==> src/rtl/rtc_sec_trim_pkg.sv <==
package rtc_sec_trim_pkg;
  localparam int unsigned CFG_W     = 32;
  localparam int unsigned PERIOD_W  = 19;
  localparam int unsigned DIR_LSB   = PERIOD_W;
  localparam int unsigned ENABLE_BIT = 23;

  typedef enum logic [1:0] {
    TRIM_NONE0   = 2'd0,
    TRIM_NONE1   = 2'd1,
    TRIM_SWALLOW = 2'd2,
    TRIM_INSERT  = 2'd3
  } trim_dir_e;

  typedef struct packed {
    logic                enable;
    trim_dir_e           dir;
    logic [PERIOD_W-1:0] period;
  } trim_cfg_t;

  function automatic trim_cfg_t unpack_cfg(input logic [CFG_W-1:0] w);
    trim_cfg_t c;
    c.enable = w[ENABLE_BIT];
    c.dir    = trim_dir_e'(w[DIR_LSB+1:DIR_LSB]);
    c.period = w[PERIOD_W-1:0];
    return c;
  endfunction
endpackage

==> src/rtl/trim_cfg_reg.sv <==
module trim_cfg_reg
  import rtc_sec_trim_pkg::*;
(
  input  logic                clk,
  input  logic                rst_n,
  input  logic                we,
  input  logic [CFG_W-1:0]    wdata,
  output logic                active,
  output logic                is_insert,
  output logic [PERIOD_W-1:0] period
);
  trim_cfg_t cfg_q, cfg_d;

  always_comb begin
    cfg_d = cfg_q;
    if (we) cfg_d = unpack_cfg(wdata);
  end

  always_ff @(posedge clk or negedge rst_n) begin
    if (!rst_n) cfg_q <= '0;
    else        cfg_q <= cfg_d;
  end

  // Only codes with the upper direction bit set correct anything.
  assign active    = cfg_q.enable && cfg_q.dir[1];
  assign is_insert = (cfg_q.dir == TRIM_INSERT);
  assign period    = cfg_q.period;

  p_inert_codes_r3: assert property (@(posedge clk) disable iff (!rst_n)
    (we && !wdata[DIR_LSB+1]) |=> !active);
endmodule

==> src/rtl/trim_period_ctr.sv <==
module trim_period_ctr
  import rtc_sec_trim_pkg::*;
(
  input  logic                clk,
  input  logic                rst_n,
  input  logic                tick,
  input  logic                clr,
  input  logic                active,
  input  logic [PERIOD_W-1:0] period,
  output logic                hit
);
  logic [PERIOD_W-1:0] cnt_q, cnt_d;
  logic                cnt_en;
  logic                at_end;

  assign at_end = (cnt_q == period);
  assign hit    = active && tick && !clr && at_end;
  assign cnt_en = clr || !active || tick;

  always_comb begin
    cnt_d = cnt_q;
    if (clr || !active)  cnt_d = '0;
    else if (tick)       cnt_d = at_end ? '0 : cnt_q + 1'b1;
  end

  always_ff @(posedge clk or negedge rst_n) begin
    if (!rst_n)      cnt_q <= '0;
    else if (cnt_en) cnt_q <= cnt_d;
  end

  p_cnt_in_range_r4: assert property (@(posedge clk) disable iff (!rst_n)
    active |-> (cnt_q <= period));
  p_write_restart_r6: assert property (@(posedge clk) disable iff (!rst_n)
    clr |=> (cnt_q == '0));
  p_hold_without_tick_r4: assert property (@(posedge clk) disable iff (!rst_n)
    (active && !tick && !clr) |=> $stable(cnt_q));
endmodule

==> src/rtl/trim_tick_shaper.sv <==
module trim_tick_shaper (
  input  logic clk,
  input  logic rst_n,
  input  logic tick,
  input  logic hit,
  input  logic is_insert,
  output logic tick_out
);
  logic drop, add;
  logic out_q, out_d;
  logic extra_q, extra_d;

  assign drop = hit && !is_insert;
  assign add  = hit &&  is_insert;

  always_comb begin
    out_d   = (tick && !drop) || extra_q;
    extra_d = tick && add;
  end

  always_ff @(posedge clk or negedge rst_n) begin
    if (!rst_n) begin
      out_q   <= 1'b0;
      extra_q <= 1'b0;
    end else begin
      out_q   <= out_d;
      extra_q <= extra_d;
    end
  end

  assign tick_out = out_q;

  p_swallow_silent_r4: assert property (@(posedge clk) disable iff (!rst_n)
    (tick && drop) |=> !tick_out);
  p_insert_double_r5: assert property (@(posedge clk) disable iff (!rst_n)
    (tick && add) |=> tick_out ##1 tick_out);
  p_plain_pass_r2: assert property (@(posedge clk) disable iff (!rst_n)
    (tick && !hit) |=> tick_out);
endmodule

==> src/rtl/rtc_sec_trim.sv <==
module rtc_sec_trim
  import rtc_sec_trim_pkg::*;
(
  input  logic             clk,
  input  logic             rst_n,
  input  logic             tick_in,
  input  logic             cfg_we,
  input  logic [CFG_W-1:0] cfg_wdata,
  output logic             tick_out
);
  logic [1:0]          rst_sync_q;
  logic                rst_int_n;
  logic                active, is_insert, hit;
  logic [PERIOD_W-1:0] period;

  always_ff @(posedge clk or negedge rst_n) begin
    if (!rst_n) rst_sync_q <= 2'b00;
    else        rst_sync_q <= {rst_sync_q[0], 1'b1};
  end
  assign rst_int_n = rst_sync_q[1];

  trim_cfg_reg u_cfg (
    .clk(clk), .rst_n(rst_int_n), .we(cfg_we), .wdata(cfg_wdata),
    .active(active), .is_insert(is_insert), .period(period)
  );

  trim_period_ctr u_ctr (
    .clk(clk), .rst_n(rst_int_n), .tick(tick_in), .clr(cfg_we),
    .active(active), .period(period), .hit(hit)
  );

  trim_tick_shaper u_shape (
    .clk(clk), .rst_n(rst_int_n), .tick(tick_in), .hit(hit),
    .is_insert(is_insert), .tick_out(tick_out)
  );

  p_tick_spacing_r9: assert property (@(posedge clk) disable iff (!rst_int_n)
    tick_in |=> !tick_in);
  p_reset_quiet_r1: assert property (@(posedge clk)
    !rst_int_n |-> !tick_out);
endmodule

==> config.mk <==
export PLATFORM = sky130hd
export DESIGN_NAME = rtc_sec_trim
export DESIGN_NICKNAME = d
export VERILOG_FILES = /design/src/rtl/rtc_sec_trim_pkg.sv /design/src/rtl/trim_cfg_reg.sv /design/src/rtl/trim_period_ctr.sv /design/src/rtl/trim_tick_shaper.sv /design/src/rtl/rtc_sec_trim.sv
export SDC_FILE = /design/constraint.sdc
export NUM_CORES = 1
export LEC_CHECK = 0
export BUFFER_PORTS_ARGS = -buffer_cell sky130_fd_sc_hd__buf_4
export CELL_PAD_IN_SITES_DETAIL_PLACEMENT = 0
export CELL_PAD_IN_SITES_GLOBAL_PLACEMENT = 1
export CORE_MARGIN = 2
export CORE_UTILIZATION = 46
export CTS_BUF_LIST = sky130_fd_sc_hd__clkbuf_4 sky130_fd_sc_hd__clkbuf_8
export CTS_CLUSTER_SIZE = 14
export DETAILED_ROUTE_END_ITERATION = 7
export HOLD_SLACK_MARGIN = 0.03
export PLACE_DENSITY_LB_ADDON = 0.1
export SYNTH_ARGS = -nofsm -noshare
export SYNTH_HDL_FRONTEND = slang
export SYNTH_SLANG_ARGS = --single-unit
==> constraint.sdc <==
create_clock -name clk -period 1.8 [get_ports clk]
set_clock_uncertainty 0.15 [all_clocks]
set_input_delay 0.09 -clock clk [delete_from_list [all_inputs] [get_ports clk]]
set_output_delay 0.09 -clock clk [all_outputs]
set_load 0.01 [all_outputs]
==> out/qor.txt <==
Power, Total: 2.04 mW
Max Clock Freq: 511 MHz
Syn_nets: 236
Sequential group share of total power: 0.542
Cts bufs inserted: 5
Max-Slew Margin vs Limit: 0.629
DR vias/cell: 5.46
P_int: 1.55 mW
Global-route wire length before repair: 8910 microns
Worst reg2reg endpoint: u_ctr.cnt_q[4]$_DFFE_PN0P_
Ys Warns: 0
Switching Fraction: 0.242
Initial antenna violation count: 0
Clk root buf: clkbuf_8
Max Fanout on Critical Path: 8
Die width: 73.6 microns
Clk Latency, worst-skew pair: 0.30 ns
Clock power frac: 0.316
Global Route Usage Sum: 0.221
Required @ worst endpoint: 1.83 ns
Seq/Total Area, Yosys: 0.505
DP Worst Slack: -0.216 ns
# DRC: 0
Vias: 1883
Placeable core area: 0.00469 sq mm
Crit end category: register
Share of layout cells above drive strength 1: 0.464
CTS max path bufs: 2
Min Tclk post-route: 1.96 ns
Switch Pwr: 495 uW
Post-Syn Area: 0.00223 sq mm
GP Congestion: 0.811
Die height: 73.6 microns
Power density over cell area: 607 mW/mm^2
Post-synthesis async set-or-reset flop share: 1.00
Routed length per instance: 16.2 microns
Post-route cell area: 0.00337 sq mm
Placed inst area: 0.00273 sq mm
Post-layout net count: 327
Register-to-register setup slack: -0.16 ns
#FFs+latches synth: 45
Vias in the first global route: 1890
Reg2Reg Depth: 6
Final ANT Viol Nets: 0
Final core utilization: 0.717
DR iter-0 viols: 138
Starting density of the core: 0.475
GRT Residual Overflow: 0
Non-filler cells, final: 345
Worst min path class: reg -> async
Unrepaired setup endpoints after global routing: true
Main flop type after synthesis: dfrtp_1
Worst path max stage delay: 0.41 ns
Number of synthesized flops with an enable pin: 0
Largest net degree at the start of global routing: 44
DP Cell Count: 305
Mean Syn Cell Area: 11.2 sq um
Total Neg Setup Slack: -2.52 ns
Arrival time of the worst setup path: 1.99 ns
Max Cap Violations: 0
Worst Setup Start Kind: register
LEAKAGE: 1.48 nW
Netlist cell types: 37
Failing checks: negative setup slack
Die Area: 0.00542 sq mm
Slew Viols, Final: 0
Dpl hpwl: 3620 microns
CTS Sinks: 45
Worst reg2reg startpoint: u_cfg.period[16]$_DFFE_PN0P_
TritonCTS clock tree: yes
Row cnt: 25
Clock-pin transition on the worst setup and hold timing paths: 0.09 ns
Combinational power share: 0.142
Post-route worst setup slack: -0.156 ns
Status: finished with violations
Final setup viols: 21
Worst slew pin tran: 0.557 ns
DRT Wirelength: 5580 microns
Final Hold Viols: 0
Hold Worst Slack: 0.172 ns
Maximum vdd ir drop: 0.488 mV
DRT Pass-1 Iters: 4
Final worst-path cycle share: 1.09
PortBufs: 26
Number of inserted diodes: 0
Worst path cell trace: xnor2_1 > nand4_1 > nor4_4 > a21oi_4 > buf_12 > a22o_1
Syn Inst Count: 199
Critical Setup Path Class: reg -> reg
Area Overhead vs Synth: 50.9%
H-tree lvl count: 2
I/O pin total: 37
Max stage delay cell, worst path: dfrtp_1
==> final cells by class <==
type                            count  area (sq um)
Timing Repair Buffer               92           801
Clock buffer                        7          83.8
Multi-Input combinational cell    141          1260
Inverter                            5          18.8
Sequential cell                    45          1130
Fill cell                         337          1330
Clock inverter                      1          7.51
Tap cell                           54          67.6
==> cells in the mapped netlist, types with 3 or more instances <==
cell	instances	area share
a21oi_1	9	0.020
nand3_1	20	0.045
o311ai_1	5	0.020
nor2_1	5	0.0084
inv_1	5	0.0084
a22o_1	3	0.012
mux2i_1	4	0.018
a21o_1	3	0.010
nand2_1	15	0.025
xor2_1	3	0.012
mux2_2	21	0.11
and3_1	5	0.014
dfrtp_1	45	0.50
o21ai_0	5	0.011
buf_6	3	0.015
nand4_1	6	0.017
xnor2_1	16	0.063
==> cell usage in the layout (no fill, tap or decap), types with 4 or more instances in the layout <==
cell and instances:
a21oi_2 8, and3_1 4, buf_4 61, clkbuf_8 5, dfrtp_1 45, dlygate4sd3_1 26
inv_1 5, mux2_2 21, mux2i_1 4, nand2_1 13, nand3_1 11, nand3_2 6
nand4_1 6, o21ai_1 7, xnor2_1 13
==> timing repair <==
item                                   CTS  global route
pin swaps                               19            19
setup endpoints to repair               21            21
resized for setup                       26            23
setup buffers                            2             4
endpoints found under the hold margin   25             0
hold buffers                            26             0
==> power by group through the flow <==
stage	clock (mW)	combinational (mW)	sequential, mW
after CTS	0.662	0.279	1.11
after global placement	0	0.221	1.12
final	0.645	0.289	1.11
after floorplan	0	0.127	1.13
after global routing	0.704	0.315	1.11
after detailed placement	0	0.226	1.13
==> cell families (layout without fill, tap and decap cells) <==
group,count (synthesis),after routing,synth area share
other cells,1,1,0.00168
buf+inv,13,105,0.0325
flops,45,45,0.505
fa+ha+maj,1,1,0.00561
simple gates,63,63,0.160
xor+xnor,19,19,0.0746
mux,25,25,0.124
compound gates,32,32,0.0970
==> state kept, by name, summed over array words and instances (netlist names) <==
name and count:
u_shape.extra_q 1, u_cfg.cfg_q 3, u_ctr.cnt_q 19, rst_sync_q 2, u_cfg.period 19, u_shape.tick_out 1
==> layer usage <==
metal,up-vias,routed length (microns),global-route usage
met4,0,120,0.0808
met2,45,2810,0.379
met1,933,2460,0.274
met3,9,194,0.0453
li1,896,-,-
met5,-,0,0
==> how the worst max path moves through the flow <==
stage | start | endpoint | slack (ns) | cells past startpoint
after global placement | u_cfg.period[12]$_DFFE_PN0P_ | u_ctr.cnt_q[12]$_DFFE_PN0P_ | -0.19 | 7
final | u_cfg.period[16]$_DFFE_PN0P_ | u_ctr.cnt_q[4]$_DFFE_PN0P_ | -0.16 | 6
after global routing | u_cfg.period[16]$_DFFE_PN0P_ | u_ctr.cnt_q[16]$_DFFE_PN0P_ | -0.24 | 7
after CTS | u_ctr.cnt_q[13]$_DFFE_PN0P_ | u_ctr.cnt_q[4]$_DFFE_PN0P_ | -0.18 | 6
after detailed placement | u_cfg.period[12]$_DFFE_PN0P_ | u_ctr.cnt_q[16]$_DFFE_PN0P_ | -0.22 | 7
after floorplan | u_ctr.cnt_q[3]$_DFFE_PN0P_ | u_ctr.cnt_q[1]$_DFFE_PN0P_ | -0.02 | 6
==> critical path, delay by kind of cell, from the launching register on <==
family,cells,cell delay (ns)
simple gates,2,0.53
buf+inv,1,0.17
xor+xnor,1,0.20
flops,1,0.41
compound gates,2,0.38
(Power assumes the default switching activity.)
